==> src/rtl/crcu_pkg.sv <==
package crcu_pkg;
  localparam int CRC_W = 16;
  localparam logic [CRC_W-1:0] POLY_A  = 16'h8005;
  localparam logic [CRC_W-1:0] POLY_B  = 16'h1021;
  localparam logic [CRC_W-1:0] RESIDUE = 16'h1D0F;

  typedef enum logic {SEL_POLY_A = 1'b0, SEL_POLY_B = 1'b1} poly_e;

  function automatic logic [CRC_W-1:0] fold_bit(input logic [CRC_W-1:0] r,
                                                input logic d,
                                                input logic [CRC_W-1:0] poly);
    logic fb;
    fb = r[CRC_W-1] ^ d;
    return {r[CRC_W-2:0], 1'b0} ^ (fb ? poly : '0);
  endfunction
endpackage

==> src/rtl/crcu_collect.sv <==
module crcu_collect #(
  parameter int CHAR_BITS = 8,
  localparam int LEN_W = $clog2(CHAR_BITS + 1),
  localparam int IDX_W = (CHAR_BITS > 1) ? $clog2(CHAR_BITS) : 1
) (
  input  logic                 clk,
  input  logic                 rst_n,
  input  logic                 clear_i,
  input  logic                 take_i,
  input  logic                 bit_i,
  input  logic                 close_i,
  output logic [CHAR_BITS-1:0] bits_o,
  output logic [LEN_W-1:0]     len_o
);
  logic [CHAR_BITS-1:0] bits_q, bits_n;
  logic [LEN_W-1:0]     cnt_q, cnt_n;

  always_comb begin
    bits_n = bits_q;
    cnt_n  = cnt_q;
    if (close_i) begin
      bits_n = '0;
      cnt_n  = '0;
      if (take_i) begin
        bits_n[0] = bit_i;
        cnt_n     = LEN_W'(1);
      end
    end else if (take_i && (cnt_q < LEN_W'(CHAR_BITS))) begin
      bits_n[cnt_q[IDX_W-1:0]] = bit_i;
      cnt_n = cnt_q + 1'b1;
    end
  end

  always_ff @(posedge clk or negedge rst_n) begin
    if (!rst_n) begin
      bits_q <= '0;
      cnt_q  <= '0;
    end else if (clear_i) begin
      bits_q <= '0;
      cnt_q  <= '0;
    end else begin
      bits_q <= bits_n;
      cnt_q  <= cnt_n;
    end
  end

  assign bits_o = bits_q;
  assign len_o  = cnt_q;


  len_cap_chk: assert property (@(posedge clk) disable iff (!rst_n)
    cnt_q <= LEN_W'(CHAR_BITS));


  clear_empty_chk: assert property (@(posedge clk) disable iff (!rst_n)
    clear_i |=> (cnt_q == '0));
endmodule

==> src/rtl/crcu_hold.sv <==
module crcu_hold #(
  parameter int CHAR_BITS = 8,
  localparam int LEN_W = $clog2(CHAR_BITS + 1)
) (
  input  logic                 clk,
  input  logic                 rst_n,
  input  logic                 clear_i,
  input  logic                 close_i,
  input  logic                 include_i,
  input  logic [CHAR_BITS-1:0] in_bits_i,
  input  logic [LEN_W-1:0]     in_len_i,
  output logic                 commit_o,
  output logic [CHAR_BITS-1:0] held_bits_o,
  output logic [LEN_W-1:0]     held_len_o
);
  logic [CHAR_BITS-1:0] held_q;
  logic [LEN_W-1:0]     hlen_q;

  always_ff @(posedge clk or negedge rst_n) begin
    if (!rst_n) begin
      held_q <= '0;
      hlen_q <= '0;
    end else if (clear_i) begin
      held_q <= '0;
      hlen_q <= '0;
    end else if (close_i) begin
      held_q <= in_bits_i;
      hlen_q <= in_len_i;
    end
  end

  assign commit_o    = close_i && include_i && (hlen_q != '0) && !clear_i;
  assign held_bits_o = held_q;
  assign held_len_o  = hlen_q;


  hold_load_chk: assert property (@(posedge clk) disable iff (!rst_n)
    (close_i && !clear_i) |=> (hlen_q == $past(in_len_i)));
endmodule

==> src/rtl/crcu_rem.sv <==
module crcu_rem #(
  parameter int CHAR_BITS = 8,
  localparam int LEN_W = $clog2(CHAR_BITS + 1),
  localparam int CW = crcu_pkg::CRC_W
) (
  input  logic                 clk,
  input  logic                 rst_n,
  input  logic                 clear_i,
  input  logic                 preset_ones_i,
  input  logic                 poly_sel_i,
  input  logic                 commit_i,
  input  logic [CHAR_BITS-1:0] bits_i,
  input  logic [LEN_W-1:0]     len_i,
  output logic [CW-1:0]        rem_o
);
  logic [CW-1:0] rem_q, folded, poly;

  assign poly = (crcu_pkg::poly_e'(poly_sel_i) == crcu_pkg::SEL_POLY_B)
                ? crcu_pkg::POLY_B : crcu_pkg::POLY_A;

  always_comb begin
    folded = rem_q;
    for (int i = 0; i < CHAR_BITS; i++) begin
      if (i < int'(len_i)) folded = crcu_pkg::fold_bit(folded, bits_i[i], poly);
    end
  end

  always_ff @(posedge clk or negedge rst_n) begin
    if (!rst_n)        rem_q <= '0;
    else if (clear_i)  rem_q <= preset_ones_i ? '1 : '0;
    else if (commit_i) rem_q <= folded;
  end

  assign rem_o = rem_q;


  preset_load_chk: assert property (@(posedge clk) disable iff (!rst_n)
    clear_i |=> (rem_q == ($past(preset_ones_i) ? {CW{1'b1}} : {CW{1'b0}})));


  rem_hold_chk: assert property (@(posedge clk) disable iff (!rst_n)
    (!clear_i && !commit_i) |=> $stable(rem_q));
endmodule

==> src/rtl/crcu_tx.sv <==
module crcu_tx #(
  localparam int CW = crcu_pkg::CRC_W,
  localparam int CNT_W = $clog2(CW + 1)
) (
  input  logic          clk,
  input  logic          rst_n,
  input  logic          clear_i,
  input  logic          load_i,
  input  logic          invert_i,
  input  logic [CW-1:0] snap_i,
  input  logic          step_i,
  output logic          bit_o,
  output logic          busy_o
);
  logic [CW-1:0]    sh_q;
  logic [CNT_W-1:0] left_q;

  always_ff @(posedge clk or negedge rst_n) begin
    if (!rst_n) begin
      sh_q   <= '0;
      left_q <= '0;
    end else if (clear_i) begin
      sh_q   <= '0;
      left_q <= '0;
    end else if (load_i) begin
      sh_q   <= invert_i ? ~snap_i : snap_i;
      left_q <= CNT_W'(CW);
    end else if (step_i && (left_q != '0)) begin
      sh_q   <= {sh_q[CW-2:0], 1'b0};
      left_q <= left_q - 1'b1;
    end
  end

  assign bit_o  = sh_q[CW-1];
  assign busy_o = (left_q != '0);


  load_busy_chk: assert property (@(posedge clk) disable iff (!rst_n)
    (load_i && !clear_i) |=> busy_o);


  idle_hold_chk: assert property (@(posedge clk) disable iff (!rst_n)
    (!clear_i && !load_i && !step_i) |=> ($stable(bit_o) && $stable(busy_o)));


  left_range_chk: assert property (@(posedge clk) disable iff (!rst_n)
    left_q <= CNT_W'(CW));
endmodule

==> src/rtl/crcu_top.sv <==
module crcu_top #(
  parameter int CHAR_BITS = 8,
  localparam int LEN_W = $clog2(CHAR_BITS + 1),
  localparam int CW = crcu_pkg::CRC_W
) (
  input  logic          clk,
  input  logic          rst_n,
  input  logic          bit_valid,
  input  logic          bit_data,
  output logic          bit_ready,
  input  logic          char_end,
  input  logic          include_char,
  input  logic          poly_sel,
  input  logic          preset_ones,
  input  logic          preset_cmd,
  input  logic          frame_mode,
  input  logic          send_crc,
  output logic [CW-1:0] remainder,
  output logic          crc_bit,
  output logic          crc_busy,
  output logic          residue_ok
);
  logic                 accept, take, step, close;
  logic [CHAR_BITS-1:0] col_bits, held_bits;
  logic [LEN_W-1:0]     col_len, held_len;
  logic                 commit;
  logic [CW-1:0]        rem;

  assign bit_ready = !preset_cmd;
  assign accept    = bit_valid && bit_ready;
  assign take      = accept && !crc_busy;
  assign step      = accept && crc_busy;
  assign close     = char_end && !preset_cmd;

  crcu_collect #(.CHAR_BITS(CHAR_BITS)) collect_i (
    .clk(clk), .rst_n(rst_n), .clear_i(preset_cmd), .take_i(take),
    .bit_i(bit_data), .close_i(close), .bits_o(col_bits), .len_o(col_len)
  );

  crcu_hold #(.CHAR_BITS(CHAR_BITS)) hold_i (
    .clk(clk), .rst_n(rst_n), .clear_i(preset_cmd), .close_i(close),
    .include_i(include_char), .in_bits_i(col_bits), .in_len_i(col_len),
    .commit_o(commit), .held_bits_o(held_bits), .held_len_o(held_len)
  );

  crcu_rem #(.CHAR_BITS(CHAR_BITS)) rem_i (
    .clk(clk), .rst_n(rst_n), .clear_i(preset_cmd), .preset_ones_i(preset_ones),
    .poly_sel_i(poly_sel), .commit_i(commit), .bits_i(held_bits),
    .len_i(held_len), .rem_o(rem)
  );

  crcu_tx tx_i (
    .clk(clk), .rst_n(rst_n), .clear_i(preset_cmd), .load_i(send_crc),
    .invert_i(frame_mode), .snap_i(rem), .step_i(step),
    .bit_o(crc_bit), .busy_o(crc_busy)
  );

  assign remainder  = rem;
  assign residue_ok = (rem == (frame_mode ? crcu_pkg::RESIDUE : {CW{1'b0}}));


  blocked_bit_chk: assert property (@(posedge clk) disable iff (!rst_n)
    (preset_cmd && bit_valid) |=> (col_len == '0));


  busy_no_collect_chk: assert property (@(posedge clk) disable iff (!rst_n)
    (crc_busy && !char_end && !preset_cmd) |=> $stable(col_len));
endmodule

==> config.mk <==
export PLATFORM = sky130hd
export DESIGN_NAME = crcu_top
export DESIGN_NICKNAME = d
export VERILOG_FILES = /design/src/rtl/crcu_pkg.sv /design/src/rtl/crcu_collect.sv /design/src/rtl/crcu_hold.sv /design/src/rtl/crcu_rem.sv /design/src/rtl/crcu_tx.sv /design/src/rtl/crcu_top.sv
export SDC_FILE = /design/constraint.sdc
export NUM_CORES = 1
export LEC_CHECK = 0
export BUFFER_PORTS_ARGS = -buffer_cell sky130_fd_sc_hd__buf_2
export CORE_MARGIN = 2
export CORE_UTILIZATION = 50
export CTS_BUF_LIST = sky130_fd_sc_hd__clkbuf_4 sky130_fd_sc_hd__clkbuf_8
export DETAILED_ROUTE_END_ITERATION = 16
export PLACE_DENSITY = 0.76
export SLEW_MARGIN = 20
export SYNTH_ARGS = -nofsm -noshare
export SYNTH_HDL_FRONTEND = slang
export SYNTH_HIERARCHICAL = 1
export SYNTH_SLANG_ARGS = --single-unit
==> constraint.sdc <==
create_clock -name clk -period 11.9 [get_ports clk]
set_clock_uncertainty 0.1 [all_clocks]
set_input_delay 1.19 -clock clk [delete_from_list [all_inputs] [get_ports clk]]
set_output_delay 1.19 -clock clk [all_outputs]
set_load 0.03 [all_outputs]
# --- Yosys cells after proc, flatten, opt, wreduce, memory -nomap -nowiden ---
# Index checks and enable logic that the tools add are counted.
word_totals:
  ff_bits: 61
  latchBits: 0
  ram_bits: 0
  romBits: 0
  in_bits: 11
  output_inout_bits: 20
  elab_cells: 99
  memories: 0
op_classes:
  n_addsub: 2
  n_mul: 0
  n_div: 0
  magnitude_cmp: 11
  n_eq_ne: 1
  shift: 0
  muxes: 43
  n_bitwise: 17
  n_reduce_logical: 18
op_table:
  columns: ["op", "n"]
  rows:
  - ["two-way mux 16 bit", 24]
  - ["XOR 16 bit", 8]
  - ["two-way mux 8 bit", 5]
  - ["two-way mux 4 bit", 5]
  - ["== test 16 x 13 -> 1 bit", 1]
  - ["less-than comparator 3 x 4 -> 1 bit (first input constant)", 4]
  - ["NOT 16 bit", 1]
  - ["two-way mux 5 bit", 3]
  - ["two-way mux 13 bit", 1]
  - ["logical AND 1 bit", 10]
  - ["bitwise mux 8 bit", 1]
  - ["less-than comparator 1 x 4 -> 1 bit (first input constant)", 2]
  - ["less-than comparator 2 x 4 -> 1 bit (first input constant)", 2]
  - ["XOR 1 bit", 8]
  - ["nonzero test 3 bit", 2]
  - ["nonzero test 5 bit", 1]
  - ["subtractor 5 x 1 -> 5 bit (second input constant)", 1]
  - ["adder 4 x 1 -> 4 bit (second input constant)", 1]
  - ["less-than comparator 3 x 4 -> 1 bit (second input constant)", 1]
  - ["less-than comparator 4 bit (second input constant)", 1]
  - ["nonzero test 2 bit", 2]
  - ["nonzero test 4 bit", 1]
  - ["demux 1 bit (select 3 bit)", 1]
  - ["greater-or-equal comparator 3 x 1 -> 1 bit (second input constant)", 1]
  - ["2 further kinds", 5]

# --- Depth between registers and ports, before layout ---
# Gate-level depths: netlist of the first run.
depth:
  depth_word: 34
  ltp_mapped: 18
  mapped_depth_nobuf: 15

# --- By module ---
# The synthesis of the first run kept the hierarchy.
by_module_without_submodules:
  columns: ["mod", "n_inst", "cells_each", "area_per_inst_um2", "seq_area_each_um2"]
  rows:
  - ["crcu_rem", 1, 533, 3647.2, 400.4]
  - ["crcu_tx", 1, 152, 1290.0, 525.5]
  - ["crcu_collect", 1, 66, 634.4, 300.3]
  - ["crcu_hold", 1, 42, 516.7, 300.3]
  - ["crcu_top", 1, 13, 92.6, 0.0]

# --- Least setup slack after synthesis of the first run ---
# Ideal clock, no wire load.
synth_timing:
  path_kind: "input-to-reg"
  start: "input poly_sel"
  end: "register rem_i.rem_q[2], in the netlist rem_i/rem_o[2]"
  setup_ps: 136
  arrival_ps: 4362
  t_required_ps: 11664
  path_slack_ps: 7302
  stages: 16
  n_path_buf: 2
  cell_sequence: "buf_2 clkbuf_1 nand2_1 xnor2_1 nor2_1 a311oi_1 mux2i_4 nor2_2 mux2i_2 o211ai_1 and3_4 and3_4 or2_1 mux2_4 a21oi_2 o41ai_2"
synth_between:
  elab_chain_len: 34
synth_lines:
  columns: ["element", "line_no", "text"]
  rows:
  - ["from (decl)", "crcu_top.sv:13", "input logic poly_sel,"]
  - ["two-way mux 16 bit *", "crcu_rem.sv:19", "? crcu_pkg::POLY_B : crcu_pkg::POLY_A;"]
  - ["two-way mux 16 bit", "crcu_pkg.sv:14", "return {r[CRC_W-2:0], 1'b0} ^ (fb ? poly : '0);"]
  - ["XOR 16 bit", "crcu_pkg.sv:14", null]
  - ["two-way mux 16 bit", "crcu_rem.sv:24", "if (i < int'(len_i)) folded = crcu_pkg::fold_bit(folded, bits_i[i], poly);"]
  - ["XOR 1 bit", "crcu_pkg.sv:13", "fb = r[CRC_W-1] ^ d;"]
  - ["two-way mux 16 bit", "crcu_pkg.sv:14", null]
  - ["XOR 16 bit", "crcu_pkg.sv:14", null]
  - ["two-way mux 16 bit", "crcu_rem.sv:24", null]
  - ["(+18 left out)", null, null]
  - ["XOR 16 bit", "crcu_pkg.sv:14", null]
  - ["two-way mux 16 bit", "crcu_rem.sv:24", null]
  - ["XOR 1 bit", "crcu_pkg.sv:13", null]
  - ["two-way mux 16 bit", "crcu_pkg.sv:14", null]
  - ["XOR 16 bit", "crcu_pkg.sv:14", null]
  - ["two-way mux 16 bit *", "crcu_rem.sv:24", null]
  - ["two-way mux 16 bit *", "crcu_rem.sv:31", "else if (commit_i) rem_q <= folded;"]
  - ["two-way mux 16 bit *", "crcu_rem.sv:30", "else if (clear_i) rem_q <= preset_ones_i ? '1 : '0;"]
  - ["to (signal assigned)", "crcu_rem.sv:30", null]
  - ["to (signal assigned)", "crcu_rem.sv:31", null]
  - ["to (decl)", "crcu_rem.sv:16", "logic [CW-1:0] rem_q, folded, poly;"]
# Mark *: on every way between the ends. The rest lies on a longest branch, timed or not. The select of a mux whose other input is x is not followed.
# A chain may end at the register's enable or synchronous reset.

# --- Worst setup path in the final report of the first run ---
# Ends and elaborated chain as after synthesis.

==> impl_results.md, run 1 <==
- Kind of critical path: primary input to flop
- Hold Fails Final Rpt: 0
- Deepest clock path buffer count: 2
- Part of the Yosys area used for sequential elements: around 25%
- CP dominant cell by count: mux2i_1
- ANT cells: 0
- CP startpoint kind: primary input
- Total CTS buffers: 9
- Final period utilization: between 40% and 50%
- Cts hold-fix bufs: 0
- Worst EP required: ~12000 ps
- Drt pass-1 iters: 6
- Post-CTS Setup Inserts: 0
- Slowest CP cell: or4_1
- # DRC: 0
- Crit. End Element: flop
- Overflow after GRT: 0
- Syn avg cell area: approximately 7.7 sq um
- Number of flops mapped to enable cells by yosys: 0
- Util after Layout: between 50% and 60%
- Clock period minus worst slack: about 5600 ps
- Final setup violation count: 0
- Later-pin clock latency in the skew report: around 330 ps
- Status: finished, final reports clean
- Tot Pwr: between 0.0005 and 0.0006 W
- Drt via density: about 6.5
- Cell variety after synth: 89
- Cell total after placement: roughly 940
- CTS root buf: clkbuf_8
- Die width: roughly 120 microns
- Final Non-Filler Cells: 950
- RSZ-0062 raised after global routing: false
- Number of DRC markers in iteration 0: about 900
- Die area: 0.0133 sq mm
- First-pass GRT wire length: between 20 and 30 mm
- Vias: 6142
- Dpl ws: 6020 ps
- Std cell rows: 40
- Max Slew Vio Count: 0
- Area growth syn-to-layout: 3.74%
- Yosys reg bits: between 60 and 70
- Top post-synthesis cells by count: nor2_1 (96), a21oi_1 (79), dfrtp_1 (61)
- Placer Congestion: 0.933
- H-tree depth: 3
- Yosys warning count: 6
- FILL cells: around 1200
- WP buf/inv: 2
- Async SR Flop Fraction: 100%
- Wirelength, routed: approximately 18 mm
- Clk sink count: 61
- Routed WL per cell: around 18 microns
- Post-Syn Area: 0.00618 sq mm
- CTS tree: done
- Clock-pin transition on the worst setup and hold timing paths: about 60 ps
- NumNets Final: 792
- Achievable clock frequency: roughly 180 MHz
- Top-area cell type share of the netlist area: between 20% and 30%
- Initial Util: 51.2%
- Relative slew slack: around 25%
- Pin count of the biggest net entering global routing: a little over 60
- Mapped Cells: 806
- Crit path max fanout: 41
- Post-route ant nets: 0
- Peak VDD IR: slightly above 60 uV
- Count leader, synth: nor2_1
- Layout cell share with drive strength beyond 1: roughly 11%
- Core Area: 0.0121 sq mm
- Post-DP HPWL: around 12 mm
- Leak: between 2 and 2.5 nW
- Post-CTS Resized: 0
- Synth area leader: dfrtp_1
- Worst hold path class: flop to flop
- TNS Setup: 0 ps
- CP delay by family, top: simple AND/OR/NAND/NOR gates
- Worst Path Arrival: 5780 ps
- Dominant synthesized flop cell: dfrtp_1
- Initial antenna violation count: 0
- Fin worst setup slack: 6250 ps
- Max_cap viols: 0
- Critical path cell sequence: buf_2 > clkinv_1 > or4_1 > nand4_1 > xor2_1 > mux2i_1 > mux2i_1 > a31oi_1 > o311ai_1 > o211ai_1 > nor2b_1 > xnor2_1 > nor3_1 > o41ai_2
- Tot GR Track Use: between 20% and 30%
- Net Count, Synth: about 820
- Die Y-Extent: 115 microns
- IO Count: 31
- Total power per unit cell area: 90.9 mW/mm^2
- Critical Path Max Stage Delay: 680 ps
- Synth area leaders: dfrtp_1 (25%), a21oi_1 (6.4%), nor2_1 (5.8%)
- Port Buffers: 30
- Worst-Margin Slew: roughly 1100 ps
- Vias in the first global route: between 5000 and 6000
==> final timing paths <==
kind | startpoint | endpoint | slack (ps) | cells after the start
min reg2reg | collect_i/bits_o[5]$_DFFE_PN0P_ | hold_i/held_bits_o[5]$_DFFE_PN0P_ | 420 | 2
max | poly_sel | rem_i/rem_o[2]$_DFFE_PN0P_ | 6250 | 14
max in group asynchronous | rst_n | collect_i/len_o[2]$_DFFE_PN0P_ | 10260 | 2
min in group asynchronous | rst_n | tx_i/sh_q[13]$_DFFE_PN0P_ | 910 | 2
max reg2reg | hold_i/held_len_o[1]$_DFFE_PN0P_ | rem_i/rem_o[2]$_DFFE_PN0P_ | 6910 | 14
min | collect_i/bits_o[5]$_DFFE_PN0P_ | hold_i/held_bits_o[5]$_DFFE_PN0P_ | 420 | 2
==> logic make-up after synthesis <==
logic type	count (synthesis)	share of synthesized area [%]
AO/OA/AOI/OAI	247	26.6
XOR/XNOR	61	9.23
multiplexers	40	6.86
buffers and inverters	89	6.62
flip-flops	61	24.7
adder cells (fa/ha/maj)	2	0.405
AND/OR/NAND/NOR	306	25.6
==> per-stage QoR <==
stage	instance area [sq um]	hold slack (ps)
final	6410	419
after global routing	6410	447
after floorplan	6180	381
after CTS	6410	425
after detailed placement	6240	410
after global placement	6240	396
==> layout by cell type, fill, tap and decap left out, drive strengths merged, types with 8 or more instances in the layout <==
cell type  count
inv           14
o21ai         53
nand3         42
dfrtp         61
a211oi        17
nand2         50
and2           8
o211ai        24
nor3          22
o31ai          9
clkbuf        12
xor2          23
xnor2         37
a31oi         11
a21oi         83
nor2b         10
mux2i         37
and3          24
nor2          98
buf           36
==> layout make-up <==
class | count | area (sq um) | area share [%]
Clock inverter | 2 | 10.0 | 0.156
Clock buffer | 12 | 159 | 2.48
Timing Repair Buffer | 36 | 195 | 3.04
Tap cell | 168 | 210 | 3.28
Inverter | 15 | 58.8 | 0.917
Sequential cell | 61 | 1530 | 23.8
Multi-Input combinational cell | 656 | 4250 | 66.3
==> state kept, by name, indices dropped and copies added, names as in the netlist <==
signal,cells
collect_i/bits_o,8
collect_i/len_o,4
hold_i/held_bits_o,8
hold_i/held_len_o,4
rem_i/rem_o,16
tx_i/left_q,5
tx_i/sh_q,16
==> tightest hold or removal path: cells and delay by family, from the launching register on <==
family           cells  cell delay [ps]
DFF                  1              330
muxes                1               70
and+or+nand+nor      1               80
==> power by group <==
| group | leakage [nW] | switching (W) | total (W) | internal (W) |
|---|---|---|---|---|
| Sequential | 0.800 | 0.0000242 | 0.000242 | 0.000218 |
| Clock | 0.0915 | 0.0000748 | 0.000161 | 0.0000862 |
| Combinational | 1.61 | 0.000112 | 0.000180 | 0.0000676 |
| Total | 2.50 | 0.000211 | 0.000583 | 0.000371 |
==> routing by layer <==
metal / up-vias / wire length (microns) / GRT usage [%]
met3: 58 / 1250 / 4.22
met1: 2895 / 7830 / 38.1
li1: 2886 / - / -
met2: 303 / 7720 / 39.7
met4: 0 / 701 / 10.8
met5: - / 0 / 0
Power figures use the tool's default switching activity.
==> run 2: changes to the inputs <==
--- a/config.mk
+++ b/config.mk
@@ -5,6 +5,7 @@
 export SDC_FILE = /design/constraint.sdc
 export NUM_CORES = 1
 export LEC_CHECK = 0
+export ABC_AREA = 1
 export BUFFER_PORTS_ARGS = -buffer_cell sky130_fd_sc_hd__buf_2
 export CORE_MARGIN = 2
 export CORE_UTILIZATION = 50
==> constraint.sdc (replaced) <==
create_clock -name clk -period 5.8 [get_ports clk]
set_clock_uncertainty 0.1 [all_clocks]
set_input_delay 0.58 -clock clk [delete_from_list [all_inputs] [get_ports clk]]
set_output_delay 0.58 -clock clk [all_outputs]
set_load 0.03 [all_outputs]
==> impl_results.md, run 2 <==
- Total power per unit cell area: 228 mW/mm^2
- Hold Fails Final Rpt: 0
- First-pass GRT wire length: approximately 24 mm
- Area growth syn-to-layout: 7.29%
- Vias in the first global route: 4847
- Reg2Reg Depth: 31
- Leak: approximately 2.8 nW
- Worst hold slack: roughly 280 ps
- Layout cell share with drive strength beyond 1: around an eighth
- Worst-Margin Slew: roughly 760 ps
- Port Buffers: 30
- Syn avg cell area: ~6.3 sq um
- Top-area cell type share of the netlist area: about 29%
- Clock period minus worst slack: 5080 ps
- Final period utilization: 87.6%
- Cts hold-fix bufs: 0
- Peak VDD IR: 117 uV
- Yosys warning count: 6
- ANT cells: 0
- Vias: about 5700
- Post-CTS Setup Inserts: 0
- Worst EP required: between 5000 and 6000 ps
- Placer Congestion: about 1.0
- Synth area leader: dfrtp_1
- Initial Util: 51.7%
- H-tree depth: 3
- Die width: approximately 110 microns
- TNS Setup: 0 ps
- Most common cell after layout, fill and taps aside: nand2_1
- Status: finished, final reports clean
- FILL cells: ~1100
- Wirelength, routed: between 10 and 15 mm
- Cell variety after synth: between 40 and 50
- Critical R2R Capture: rem_i/rem_o[12]$_DFFE_PN0P_
- Routed WL per cell: about 14 microns
- Die Y-Extent: 107 microns
- Worst hold path class: primary input to async pin
- Async SR Flop Fraction: 100%
- Drt via density: 5.62
- Final setup violation count: 0
- Yosys reg bits: 61
- Register area: about 0.0015 sq mm
- Deepest clock path buffer count: 2
- Total CTS buffers: 9
- Footprint of the multi-input gates: 0.00329 sq mm
- RR Startpoint: hold_i/held_len_o[3]$_DFFE_PN0P_
- Post-CTS Resized: 0
- # DRC: 0
- Synth area leaders: dfrtp_1 (29%), nand2_1 (20%), nand3_1 (7.0%)
- Post-route ant nets: 0
- Worst Path Arrival: around 5200 ps
- Top post-synthesis cells by count: nand2_1 (288), inv_1 (81), nor2_1 (80)
- CP dominant cell by count: nand2_1
- Overflow after GRT: 0
- RSZ-0062 raised after global routing: false
- IO Count: 31
- Number of DRC markers in iteration 0: roughly 530
- Clk sink count: 61
- Initial antenna violation count: 0
- Net Count, Synth: between 800 and 900
- Max Slew Vio Count: 0
- NumNets Final: a little under 900
- Pin count of the biggest net entering global routing: slightly above 60
- Tot GR Track Use: around a quarter
- Achievable clock frequency: between 150 and 200 MHz
- Clock-pin transition on the worst setup and hold timing paths: about 70 ps
- CTS root buf: clkbuf_8
- CP startpoint kind: flop
- Number of flops mapped to enable cells by yosys: 0
- Part of the Yosys area used for sequential elements: approximately 29%
- Most frequent cells in the layout: nand2_1 (288), inv_1 (81), nor2_1 (80)
- Critical Path Max Stage Delay: roughly 540 ps
- Slowest CP cell: dfrtp_1
- Relative slew slack: between 40 and 50%
- Crit. End Element: flop
- Dominant synthesized flop cell: dfrtp_1
- Crit path max fanout: 18
- Kind of critical path: flop to flop
- Count leader, synth: nand2_1
- CTS tree: done
- Later-pin clock latency in the skew report: roughly 340 ps
- Drt pass-1 iters: 5
- Mapped Cells: around 850
- Post-DP HPWL: 10.8 mm
- Post-Syn Area: around 0.0053 sq mm
- R2r setup slk: approximately 720 ps
- Max_cap viols: 0
- Std cell rows: 37
- Core Area: approximately 0.010 sq mm
- Die area: roughly 0.012 sq mm
==> run 2: final cells by class <==
type | count | area share [%]
clock buffer | 11 | 2.53
clock inverter | 5 | 1.05
inverter | 91 | 6.18
multi-input combinational | 669 | 57.5
sequential | 61 | 26.7
tap | 136 | 2.97
timing repair buffer | 34 | 3.15
==> run 2: kinds of logic after synthesis <==
family	after synthesis	share of synthesized area (%)
flops	61	28.6
fa+ha+maj	2	0.469
mux	1	0.188
compound gates	143	15.5
simple gates	502	42.0
buf+inv	121	9.75
xor+xnor	21	3.45
==> run 2: critical path, delay by kind of cell (launching register included) <==
kind,cells,cell delay [ps]
buffers and inverters,3,680
XOR/XNOR,1,180
flip-flops,1,540
AO/OA/AOI/OAI,3,760
AND/OR/NAND/NOR,24,2670
==> run 2: layer usage <==
layer	track usage [%]	vias up	part of all wire, %
li1	-	2816	-
met1	36.6	2562	46
met2	40.8	243	45
met3	2.85	34	6.7
met4	8.72	0	2.3
met5	0	-	0
==> run 2: power breakdown <==
part	switching (W)	internal (W)	total, W
Sequential	0.0000445	0.000454	0.000499
Combinational	0.000287	0.000133	0.000420
Clock	0.000172	0.000216	0.000388
==> run 2: metrics by stage <==
stage	utilization (%)	std cells	setup slack [ps]	cell area [sq um]	total power, W
global route	55.5	1007	142	5730	0.00139
floorplan	-	851	1910	5340	0.000809
CTS	55.5	1007	859	5730	0.00131
detailed placement	53.5	991	886	5520	0.000919
global placement	53.5	991	1010	5520	0.000917
finish	55.5	1007	722	5730	0.00131
==> run 2: worst max path at each step <==
stage / start / slack, ps / end / cells past startpoint
after floorplan: rem_i/rem_o[15]$_DFFE_PN0P_ / 1910 / rem_i/rem_o[5]$_DFFE_PN0P_ / 39
after global placement: poly_sel / 1010 / rem_i/rem_o[12]$_DFFE_PN0P_ / 38
after detailed placement: hold_i/held_len_o[3]$_DFFE_PN0P_ / 890 / rem_i/rem_o[12]$_DFFE_PN0P_ / 29
after CTS: hold_i/held_len_o[3]$_DFFE_PN0P_ / 860 / rem_i/rem_o[12]$_DFFE_PN0P_ / 33
after global routing: hold_i/held_len_o[3]$_DFFE_PN0P_ / 140 / rem_i/rem_o[12]$_DFFE_PN0P_ / 33
final: hold_i/held_len_o[3]$_DFFE_PN0P_ / 720 / rem_i/rem_o[12]$_DFFE_PN0P_ / 31
==> run 3: changes to the inputs <==
--- a/config.mk
+++ b/config.mk
@@ -7,7 +7,7 @@
 export LEC_CHECK = 0
 export ABC_AREA = 1
 export BUFFER_PORTS_ARGS = -buffer_cell sky130_fd_sc_hd__buf_2
-export CORE_MARGIN = 2
+export CORE_MARGIN = 8
 export CORE_UTILIZATION = 50
 export CTS_BUF_LIST = sky130_fd_sc_hd__clkbuf_4 sky130_fd_sc_hd__clkbuf_8
 export DETAILED_ROUTE_END_ITERATION = 16
==> impl_results.md, run 3 (synthesized netlist as in run 2, its figures left out) <==
- Achievable clock frequency: between 150 and 200 MHz
- Max Slew Vio Count: 0
- Worst hold path class: primary input to async pin
- Reg2Reg Depth: 34
- Crit path max fanout: 18
- Final period utilization: 86.7%
- Vias: around 5600
- Die width: roughly 120 microns
- Cts hold-fix bufs: 0
- Most frequent cells in the layout: nand2_1 (288), inv_1 (81), nor2_1 (80)
- First-pass GRT wire length: around 25 mm
- Slowest CP cell: dfrtp_1
- Area growth syn-to-layout: 7.52%
- # DRC: 0
- H-tree depth: 3
- Relative slew slack: between 40% and 50%
- CP dominant cell by count: nand2_1
- Placer Congestion: around 0.94
- Post-route ant nets: 0
- Worst EP required: between 5000 and 6000 ps
- Most common cell after layout, fill and taps aside: nand2_1
- Post-CTS Resized: 0
- Port Buffers: 30
- Critical R2R Capture: rem_i/rem_o[5]$_DFFE_PN0P_
- Worst Path Arrival: about 5000 ps
- Deepest clock path buffer count: 2
- Pin count of the biggest net entering global routing: between 60 and 70
- CTS root buf: clkbuf_8
- Die area: between 0.01 and 0.015 sq mm
- Total power per unit cell area: ~230 mW/mm^2
- Critical Path Max Stage Delay: about 550 ps
- Post-DP HPWL: around 11 mm
- Post-CTS Setup Inserts: 0
- RSZ-0062 raised after global routing: false
- Max_cap viols: 0
- Std cell rows: 37
- Initial antenna violation count: 0
- Status: finished, final reports clean
- Peak VDD IR: 160 uV
- Placed cell area: 0.00552 sq mm
- Clk sink count: 61
- Layout cell share with drive strength beyond 1: 11.7%
- Later-pin clock latency in the skew report: around 340 ps
- R2r setup slk: roughly 770 ps
- Initial Util: approximately 51%
- CTS tree: done
- Core Area: a little over 0.01 sq mm
- Number of DRC markers in iteration 0: between 500 and 600
- NumNets Final: between 800 and 900
- Drt via density: 5.56
- FILL cells: 1065
- ANT cells: 0
- Drt pass-1 iters: 8
- CP startpoint kind: flop
- Leak: about 2.8 nW
- Wirelength, routed: 14.8 mm
- Post-route design area: around 0.0057 sq mm
- IO Count: 31
- Total CTS buffers: 9
- RR Startpoint: hold_i/held_len_o[3]$_DFFE_PN0P_
- Overflow after GRT: 0
- Worst-Margin Slew: about 770 ps
- Crit. End Element: flop
- Routed WL per cell: between 10 and 15 microns
- Clock-pin transition on the worst setup and hold timing paths: about 70 ps
- Vias in the first global route: approximately 5100
- Clock period minus worst slack: 5030 ps
- Final setup violation count: 0
- TNS Setup: 0 ps
- Hold Fails Final Rpt: 0
- Kind of critical path: flop to flop
- Tot GR Track Use: 20.9%
- Die Y-Extent: about 120 microns
-- run 3: power breakdown --
| part | switching [W] | internal [W] |
|---|---|---|
| sequential | 0.0000446 | 0.000455 |
| clock | 0.000171 | 0.000256 |
| combinational | 0.000287 | 0.000133 |
| total | 0.000503 | 0.000843 |
-- run 3: worst max-delay path by stage --
stage                                                start                    endpoint  cells past startpoint
after CTS                 hold_i/held_len_o[3]$_DFFE_PN0P_  rem_i/rem_o[5]$_DFFE_PN0P_                     33
after detailed placement  hold_i/held_len_o[3]$_DFFE_PN0P_  rem_i/rem_o[5]$_DFFE_PN0P_                     34
after floorplan                rem_i/rem_o[15]$_DFFE_PN0P_  rem_i/rem_o[5]$_DFFE_PN0P_                     39
final                     hold_i/held_len_o[3]$_DFFE_PN0P_  rem_i/rem_o[5]$_DFFE_PN0P_                     34
after global routing      hold_i/held_len_o[3]$_DFFE_PN0P_  rem_i/rem_o[5]$_DFFE_PN0P_                     35
after global placement    hold_i/held_len_o[3]$_DFFE_PN0P_  rem_i/rem_o[5]$_DFFE_PN0P_                     33
-- run 3: worst max-delay path, delay by kind of cell, from the launching register on --
| family | cells | cell delay (ps) |
|---|---|---|
| simple gates | 29 | 2970 |
| compound gates | 2 | 580 |
| buf+inv | 3 | 700 |
| flops | 1 | 550 |
-- run 3: stage by stage --
step / utilization [%] / cells / setup slack, ps / power [W] / hold slack, ps
global placement: 53.2 / 991 / 1010 / 0.000915 / 351
floorplan: - / 851 / 1910 / 0.000809 / 184
finish: 55.3 / 1006 / 772 / 0.00135 / 293
global route: 55.3 / 1006 / 178 / 0.00142 / 353
CTS: 55.3 / 1006 / 846 / 0.00135 / 309
detailed placement: 53.2 / 991 / 881 / 0.000919 / 358
-- run 3: routing by layer --
metal  up-vias  track usage, %  share of wire, %
met5         -               0                 0
met4         0            9.13               2.7
met3        42            3.50               7.5
met2       224            32.8                45
met1      2516            27.9                45
li1       2814               -                 -
-- run 3: cell type report --
type,count,area (sq um),share of cell area [%]
clock buffers,11,145,2.53
clock inverters,4,72.6,1.26
inverters,91,354,6.17
multi-input cells,669,3290,57.3
flip-flops and latches,61,1530,26.6
well taps,136,170,2.96
repair buffers,34,180,3.14
